## src/rtl/pkc_pkg.sv

```systemverilog
`timescale 1ns/1ps
package pkc_pkg;
  localparam int SEQ_W  = 12;
  localparam int SIZE_W = 16;
  localparam int SID_W  = 32;
  localparam int WORD_W = 64;
  localparam int LANE_W = 16;
  localparam int LANES  = WORD_W / LANE_W;
  localparam int BYTES  = WORD_W / 8;
  localparam int FLAG_N = 4;

  typedef struct packed {
    logic              ext;
    logic              eob;
    logic              has_time;
    logic [SEQ_W-1:0]  seq;
    logic [SIZE_W-1:0] size;
    logic [SID_W-1:0]  sid;
    logic [WORD_W-1:0] stamp;
  } pkc_exp_t;

  // packed header image, trailer position forced to zero
  function automatic logic [WORD_W-1:0] pkc_header(input pkc_exp_t e);
    return {e.ext, 1'b0, e.has_time, e.eob, e.seq, e.size, e.sid};
  endfunction

  // words a packet must hold: ceil(size/8), at least header+time+one payload
  function automatic logic [SIZE_W-1:0] pkc_words(input logic [SIZE_W-1:0] size,
                                                  input logic ht);
    logic [SIZE_W:0]   ceil_w;
    logic [SIZE_W-1:0] floor_w;
    ceil_w  = ({1'b0, size} + (SIZE_W+1)'(7)) >> 3;
    floor_w = SIZE_W'(2) + SIZE_W'(ht);
    return (ceil_w[SIZE_W-1:0] < floor_w) ? floor_w : ceil_w[SIZE_W-1:0];
  endfunction

  // counting pattern for payload word p
  function automatic logic [WORD_W-1:0] pkc_lanes(input logic [SIZE_W-1:0] p);
    logic [LANE_W-1:0] base;
    logic [WORD_W-1:0] w;
    base = LANE_W'(p << 2);
    w    = '0;
    for (int k = 0; k < LANES; k++)
      w[WORD_W-1-k*LANE_W -: LANE_W] = base + LANE_W'(k);
    return w;
  endfunction

  // bytes compared in the final word, bit b = byte b (byte 7 is MSB)
  function automatic logic [BYTES-1:0] pkc_byte_mask(input logic [2:0] rem);
    logic [BYTES-1:0] ones;
    ones = '1;
    return (rem == 3'd0) ? ones : ~(ones >> rem);
  endfunction
endpackage

```

## src/rtl/pkc_word_cmp.sv

```systemverilog
`timescale 1ns/1ps
module pkc_word_cmp
  import pkc_pkg::*;
(
  input  pkc_exp_t          exp_q,
  input  logic [SIZE_W-1:0] total_q,
  input  logic [SIZE_W-1:0] idx_q,
  input  logic [WORD_W-1:0] data,
  input  logic              last,
  output logic              is_final,
  output logic              hdr_bad,
  output logic              time_bad,
  output logic              pay_bad,
  output logic              frame_bad
);
  logic              slot_hdr, slot_time;
  logic [SIZE_W-1:0] pidx;
  logic [WORD_W-1:0] ref_word;
  logic [BYTES-1:0]  bmask;
  logic [WORD_W-1:0] bit_mask;
  logic              differs;

  assign is_final  = (idx_q == total_q - SIZE_W'(1));
  assign slot_hdr  = (idx_q == '0);
  assign slot_time = exp_q.has_time && (idx_q == SIZE_W'(1));
  assign pidx      = idx_q - SIZE_W'(1) - SIZE_W'(exp_q.has_time);
  assign bmask     = pkc_byte_mask(exp_q.size[2:0]);

  always_comb begin
    if (slot_hdr)       ref_word = pkc_header(exp_q);
    else if (slot_time) ref_word = exp_q.stamp;
    else                ref_word = pkc_lanes(pidx);
  end

  for (genvar b = 0; b < BYTES; b++) begin : g_byte
    assign bit_mask[b*8 +: 8] = {8{~is_final | bmask[b]}};
  end

  assign differs   = |((data ^ ref_word) & bit_mask);
  assign hdr_bad   = slot_hdr & differs;
  assign time_bad  = slot_time & differs;
  assign pay_bad   = ~slot_hdr & ~slot_time & differs;
  assign frame_bad = last ^ is_final;
endmodule

```

## config.mk

```make
export PLATFORM = sky130hd
export DESIGN_NAME = pkc_word_cmp
export DESIGN_NICKNAME = d
export VERILOG_FILES = /design/src/rtl/pkc_pkg.sv /design/src/rtl/pkc_word_cmp.sv
export SDC_FILE = /design/constraint.sdc
export NUM_CORES = 1
export LEC_CHECK = 0
export ABC_AREA = 1
export BUFFER_PORTS_ARGS = -buffer_cell sky130_fd_sc_hd__buf_4
export CORE_MARGIN = 2
export CORE_UTILIZATION = 45
export DETAILED_ROUTE_END_ITERATION = 10
export PLACE_DENSITY = 0.76
export SYNTH_ARGS = -nofsm -noshare
export SYNTH_HDL_FRONTEND = slang
export SYNTH_SLANG_ARGS = --single-unit
export TNS_END_PERCENT = 20
```

## constraint.sdc

```tcl
create_clock -name vclk -period 4.8
set_clock_uncertainty 0.05 [all_clocks]
set_input_delay 1.2 -clock vclk [all_inputs]
set_output_delay 1.2 -clock vclk [all_outputs]
set_load 0.1 [all_outputs]
```

After elaboration in Yosys (flattened, before gate mapping)
Index checks and enable logic that the tools add are counted.
- register bits: 0
- input bits: 224
- output and inout port bits: 5
- word-level logic and storage cells: 35
- add/subtract/negate cells: 6
- equal/unequal tests: 2
- shifts and indexed selects: 1
- muxes and demuxes: 3
- bitwise gates (word level): 19
- reduce and logical (&&, ||, !) cells: 4
- operators by type and width (kind ; number):
    2-to-1 mux 64 bit ; 2
    AND 64 bit ; 1
    OR reduction 64 bit ; 1
    XOR 64 bit ; 1
    adder 16 x 2 -> 16 bit, second input constant ; 2
    adder 16 x 1 -> 16 bit, second input constant ; 1
    == test 16 x 1 -> 1 bit, second input constant ; 1
    == test 16 bit ; 1
    logical NOT 16 bit ; 1
    subtractor 16 x 1 -> 16 bit, second input constant ; 1
    subtractor 14 x 1 -> 14 bit ; 1
    subtractor 14 x 1 -> 14 bit, second input constant ; 1
    2-to-1 mux 8 bit ; 1
    inverter 8 bit ; 1
    OR 1 bit ; 8
    >> shifter 8 x 3 -> 8 bit, first input constant ; 1
    AND 1 bit ; 4
    logical NOT 3 bit ; 1
    inverter 1 bit ; 3
    logical AND 1 bit ; 1
    XOR 1 bit ; 1

Depth between registers and ports, before layout
Gate-level depths: netlist (run 1).
- word-level depth: 9
- gate-level depth with buffers: 20
- gate-level depth less buffers: 20

Worst setup path before layout (run 1)
Ideal clock, no wire load.
- kind: input port to output port
- from: input exp_q[124] in the netlist's numbering
- to: output hdr_bad
- arrival time: 4.191 ns
- required time: 3.550 ns
- path slack: -0.641 ns
- stages: 20
- path buffers: 0
- path through: inv_1 > ha_1 > inv_1 > ha_1 > nand2_1 > nor2_1 > nand2_1 > nand2_1 > nand3_1 > nand2_1 > nand2_1 > nand2_1 > nand2_1 > nand2_1 > nor2_1 > nand2_1 > nand2_1 > nand2_1 > nor2_2 > a21oi_1
- cells in the longest elaborated chain, start to end: 8
- elaborated cells on any way between the ends: 11
- classes of those cells: add/sub: 4; mux: 2; bitwise: 3; reduce/logical: 2
- RTL lines (item ; line ; RTL):
    start: declaration ; pkc_word_cmp.sv:5 ; input pkc_exp_t exp_q,
    subtractor 14 x 1 -> 14 bit ; pkc_word_cmp.sv:26 ; assign pidx = idx_q - SIZE_W'(1) - SIZE_W'(exp_q.has_time);
    adder 16 x 2 -> 16 bit / adder 16 x 1 -> 16 bit (equally long branches) ; pkc_pkg.sv:44 ; w[WORD_W-1-k*LANE_W -: LANE_W] = base + LANE_W'(k);
    2-to-1 mux 64 bit ; pkc_word_cmp.sv:31 ; else if (slot_time) ref_word = exp_q.stamp;
    2-to-1 mux 64 bit * ; pkc_word_cmp.sv:30 ; if (slot_hdr) ref_word = pkc_header(exp_q);
    XOR 64 bit * ; pkc_word_cmp.sv:39 ; assign differs = |((data ^ ref_word) & bit_mask);
    AND 64 bit * ; pkc_word_cmp.sv:39 ;
    OR reduction 64 bit * ; pkc_word_cmp.sv:39 ;
    AND 1 bit * ; pkc_word_cmp.sv:40 ; assign hdr_bad = slot_hdr & differs;
    end: declaration ; pkc_word_cmp.sv:11 ; output logic hdr_bad,
Every way passes the cells marked *; elsewhere a longest branch is shown, timed or not.

Worst setup path after layout (run 1)
- from: input total_q[1]
- to: output pay_bad
- cells in the longest elaborated chain, start to end: 7
- elaborated cells on any way between the ends: 14
- classes of those cells: add/sub: 1; eq/ne: 1; bitwise: 11; reduce/logical: 1
- RTL lines (item ; line ; RTL):
    start: declaration ; pkc_word_cmp.sv:6 ; input logic [SIZE_W-1:0] total_q,
    subtractor 16 x 1 -> 16 bit * ; pkc_word_cmp.sv:23 ; assign is_final = (idx_q == total_q - SIZE_W'(1));
    == test 16 bit * ; pkc_word_cmp.sv:23 ;
    inverter 1 bit * ; pkc_word_cmp.sv:36 ; assign bit_mask[b*8 +: 8] = {8{~is_final | bmask[b]}};
    OR 1 bit ; pkc_word_cmp.sv:36 ;
    AND 64 bit * ; pkc_word_cmp.sv:39 ;
    OR reduction 64 bit * ; pkc_word_cmp.sv:39 ;
    AND 1 bit * ; pkc_word_cmp.sv:42 ; assign pay_bad = ~slot_hdr & ~slot_time & differs;
    end: declaration ; pkc_word_cmp.sv:13 ; output logic pay_bad,
Marked as above.

==> results.cfg, run 1 <==
[status]
outcome = completed

[global_route]
grt_overflow_total = 0
antenna_found_initial = 0
grt_max_degree = 33
track_usage_pct = 32.34
grt_pass1_wl_mm = 26.83
grt_pass1_vias = 5760

[layout]
layout-drive-gt1-share_pct = 32.60
nClkBuffers = 0
final_nets = 1418
seqCellArea_um2 = 0
syn_to_final_growth_pct = 66.58
final_cells = 1298
antennaDiodeCount = 0
stdcell_area_um2 = 7053
seq_cells = 0
fillCellCount = 768

[route]
m1WireLength_mm = 7.638
drc = 0
met3_length_mm = 1.858
routed_wirelength_mm = 18.95
vias_per_cell = 5.160
vias = 6698
dr.max_layer_used = met4
routedWlPerCell_um = 14.60
dr_wl_met2_mm = 8.934
drtPass1Iterations = 7
drt-initial-drc-count = 368
postRouteAntennaNets = 0

[sta]
max_slew_margin_pct = 70.92
hold-worst-slack_ns = 2.720
finalMaxSlewViolations = 0
hold_viol_final = 0
tns_ns = 0
setup_violations = 0
tightest_slew_ns = 0.4348
rsz0062_at_grt = true
period_needed_ns = 4.720
fmax_mhz = 211.9
fin_crit_sh_pct = 98.34

[die]
core-area_um2 = 9196
die_y_um = 101
initial_core_util_pct = 46.04
die_w_um = 101
io_pins = 229
die_area_um2 = 10200
rows = 35

[place]
place_area_um2 = 6350
numPortBuffers = 229
dp_cells = 1276
place_congestion = 0.9560
hpwl_mm = 14.72

[synth]
yosys_warnings = 0
synth_area_leader_cell = nand2_1
avgSynthCellArea_um2 = 4.627
synthesis.instances = 915
synth_common_cells = nand2_1 (417), nand3_1 (137), inv_1 (126)
yosysTopAreaCellShare_pct = 36.97
seq_area_frac_synth_pct = 0
synth_area_leaders = nand2_1 (37%), nand3_1 (16%), inv_1 (11%)
synth_cell_types = 32
synth_area_um2 = 4234
synth.most_common_cell = nand2_1
synth_fp_nets = 1144

[power_and_ir_drop]
power_density_nw_per_um2 = 62.02
ir_worst_vdd_v = 0.00004909
p_leak_uw = 0.004069

[job]
drv_cap = 0

[setup_path]
cp.required_ns = 3.55
crit_path_end = pay_bad
crit_fanout = 8
worst_setup_path_start_kind = primary input
worstSetupPathType = primary input to output port
end_kind = output port
arrival_ns = 3.47
worstSetupStartpoint = total_q[1]

[min_path]
hp-class = primary input to output port
-- final cells by class --
cell class                      instances  area, um^2  area share [%]
Tap cell                              111       138.9           1.969
Timing Repair Buffer                  298        2522           35.76
Multi-Input combinational cell        758        3887           55.12
Inverter                              131       504.2           7.149
-- timing repair --
| action | CTS | global route |
|---|---|---|
| gates resized for setup | 4 | 107 |
| endpoints found under the setup margin | 3 | 4 |
| cloned | 0 | 7 |
| pin swaps | 0 | 37 |
| hold buffers | 0 | 0 |
| buffers inserted | 0 | 17 |
-- per-layer routing --
| layer | GRT usage, % | vias to the layer above |
|---|---|---|
| met5 | 0 | - |
| met4 | 5.925 | 0 |
| met3 | 5.270 | 48 |
| met2 | 55.95 | 314 |
| met1 | 42.57 | 2932 |
| li1 | - | 3404 |
-- cells in the final DEF, fill, tap and decap left out, drive strengths merged --
cell type	n
a21oi	7
and2	2
buf	293
clkbuf	5
clkinv	1
ha	5
inv	130
nand2	425
nand3	138
nand3b	62
nand4	8
nor2	74
nor3	1
nor4	1
o211ai	3
o21ai	9
o21bai	1
o22ai	1
or2	4
xnor2	4
xor2	13
-- per-stage QoR --
stage / setup slack, ns / utilization (%) / power [uW]
global route: -0.1081 / 76.69 / 483.4
floorplan: -0.3959 / - / 186.0
global placement: -0.02746 / 69.05 / 398.6
CTS: 0.01574 / 69.22 / 403.8
detailed placement: -0.05808 / 69.05 / 402.1
finish: 0.07985 / 76.69 / 437.4
-- report_power, final --
part	total [uW]	leakage [uW]	switching [uW]	internal [uW]
combinational	437	0.00407	211	227
clock	0	0	0	0
sequential	0	0	0	0
-- worst min-delay path by stage --
| stage | startpoint | end | slack (ns) | cells after the start |
|---|---|---|---|---|
| global route | last | frame_bad | 2.73 | 3 |
| detailed placement | last | frame_bad | 2.72 | 3 |
| CTS | last | frame_bad | 2.72 | 3 |
| global placement | last | frame_bad | 2.72 | 3 |
| floorplan | last | frame_bad | 2.67 | 1 |
| finish | last | frame_bad | 2.72 | 3 |
-- critical path, stage by stage --
cell	delay (ns)
buf_4	0.12
nor2_1	0.19
nand2_2	0.11
nor2_4	0.19
buf_4	0.14
nand3_1	0.08
nand3_1	0.14
nand3b_1	0.13
nor2_1	0.11
nand2_1	0.07
nor2_2	0.11
buf_6	0.13
o211ai_1	0.08
nand2_1	0.08
nand2_2	0.07
nor2_4	0.11
buf_6	0.14
a21oi_4	0.07
buf_12	0.17
-- cell families after synthesis --
family | count (synthesis) | synth area share, %
xor gates and xnor gates | 17 | 3.516
buffers and inverters | 158 | 16.25
and+or+nand+nor | 714 | 76.00
AOI/OAI and AO/OA | 21 | 2.748
adders and majority gates | 5 | 1.478
(Power assumes the default switching activity.)
==> inputs of run 2 (changes only) <==
==> constraint.sdc (replaced) <==
create_clock -name vclk -period 4.7
set_clock_uncertainty 0.05 [all_clocks]
set_input_delay 1.175 -clock vclk [all_inputs]
set_output_delay 1.175 -clock vclk [all_outputs]
set_load 0.1 [all_outputs]
==> run 2 against run 1 <==
Critical path depth rose by 2; sequential cell count stayed put; final cell count increased by 0.62%; sequential share of layout area unchanged; utilization increased by 1.6 points; setup slack got worse by 0.040 ns; global-route usage up 0.29 points; cell area rose by 2.1%; critical endpoint is now hdr_bad; highest routed layer unchanged.
==> results.cfg, run 2 (synthesized netlist as in run 1, its figures left out) <==
[global_route]
antenna_found_initial = 0
grt_max_degree = 35
grt_pass1_wl_mm = 27.08
grt_overflow_total = 0
grt_pass1_vias = 5933
track_usage_pct = 32.63

[sta]
finalWorstSetupSlack_ns = 0.03987
hold_viol_final = 0
max_slew_margin_pct = 71.52
hold-worst-slack_ns = 2.670
tightest_slew_ns = 0.4258
fmax_mhz = 214.6
setup_violations = 0
fin_crit_sh_pct = 99.15
rsz0062_at_grt = true
period_needed_ns = 4.660
finalMaxSlewViolations = 0

[route]
routed_wirelength_mm = 19.25
routedWlPerCell_um = 14.74
drtPass1Iterations = 6
vias_per_cell = 5.150
vias = 6726
postRouteAntennaNets = 0
drt-initial-drc-count = 368
drc = 0

[power_and_ir_drop]
p_leak_uw = 0.004114
ir_worst_vdd_v = 0.00006143
total_power_uw = 457.1
power_density_nw_per_um2 = 63.50

[setup_path]
cp_slowest_stage_delay_ns = 0.24
path_delay_family = simple AND/OR/NAND/NOR gates
worstSetupPathType = primary input to output port
worst_setup_path_start_kind = primary input
arrival_ns = 3.44
crit_top_cell = nand2_1
crit_fanout = 15
cp.required_ns = 3.47
end_kind = output port
worstSetupStartpoint = idx_q[14]
path_buf_inv = 6
slowest_stage = nor2_4
cp_cell_sequence = buf_4 -> nor2_2 -> nand2_2 -> nor2_4 -> buf_12 -> nand2_8 -> inv_6 -> buf_12 -> buf_6 -> nand2_1 -> nand2_1 -> nand2_1 -> nand2_1 -> nand2_1 -> nor2_2 -> nand2_1 -> nand2_1 -> nand2_2 -> nor2_4 -> a21oi_4 -> buf_12

[die]
die_w_um = 101
die_area_um2 = 10200
die_y_um = 101
io_pins = 229
rows = 35
core-area_um2 = 9196
initial_core_util_pct = 46.04

[place]
numPortBuffers = 229
place_area_um2 = 6425
pre_cts_slack_ns = -0.05181
place_congestion = 0.9840
hpwl_mm = 14.86

[layout]
seqCellArea_um2 = 0
stdcell_area_um2 = 7198
antennaDiodeCount = 0
nClkBuffers = 0
fin_util_pct = 78.27
final_nets = 1426
seq_cells = 0
final_cell_mix = nand2_1 (393), buf_4 (274), inv_1 (120)
layout-drive-gt1-share_pct = 34.39
syn_to_final_growth_pct = 70.01
multi_input_area_um2 = 3949
fillCellCount = 779
mostFrequentLayoutCell = nand2_1

[job]
drv_cap = 0

[status]
outcome = completed

[clock_tree]
cts_hold_buf = 0

[min_path]
hp-class = primary input to output port
worstHoldStart = last
-- run 2: cell types whose count changed in the layout (fill, tap and decap cells not counted), sizes merged --
cell,change
buf,+9
clkbuf,-1
-- run 2: timing repair --
item                                    4_1_cts  5_1_grt
buffers inserted                              1       13
hold endpoints to repair                      0        0
pin swaps                                     0       46
gates cloned                                  0        6
resized for setup                             8      125
endpoints found under the setup margin        3        3
-- run 2: through the flow --
step                      setup TNS, ns  std cells
final                                 0       1306
after global routing            -0.3509       1306
after CTS                             0       1287
after detailed placement        -0.1370       1286
after global placement          -0.1059       1286
after floorplan                 -0.8396        915
-- run 2: power breakdown --
| group | internal [uW] | switching, uW | total [uW] |
|---|---|---|---|
| logic | 239 | 218 | 457 |
| clock network | 0 | 0 | 0 |
| registers | 0 | 0 | 0 |
-- run 2: layer usage --
metal | global-route usage (%) | vias to the layer above | wire, um | share of wire [%]
li1 | - | 3412 | - | -
met4 | 12.99 | 0 | 880 | 4.6
met5 | 0 | - | 0 | 0
met1 | 42.95 | 2932 | 7664 | 40
met2 | 53.28 | 318 | 8891 | 46
met3 | 4.924 | 64 | 1808 | 9.4
-- run 2: area by class of cell --
class / count / area share, %
inverter: 131 / 7.040
timing repair buffer: 306 / 36.17
tap: 111 / 1.929
multi-input combinational: 758 / 54.86
-- run 2: path summary, 6_finish.rpt --
path	to	slack, ns	depth (start not counted)
max	hdr_bad	0.04	21
min	frame_bad	2.67	3
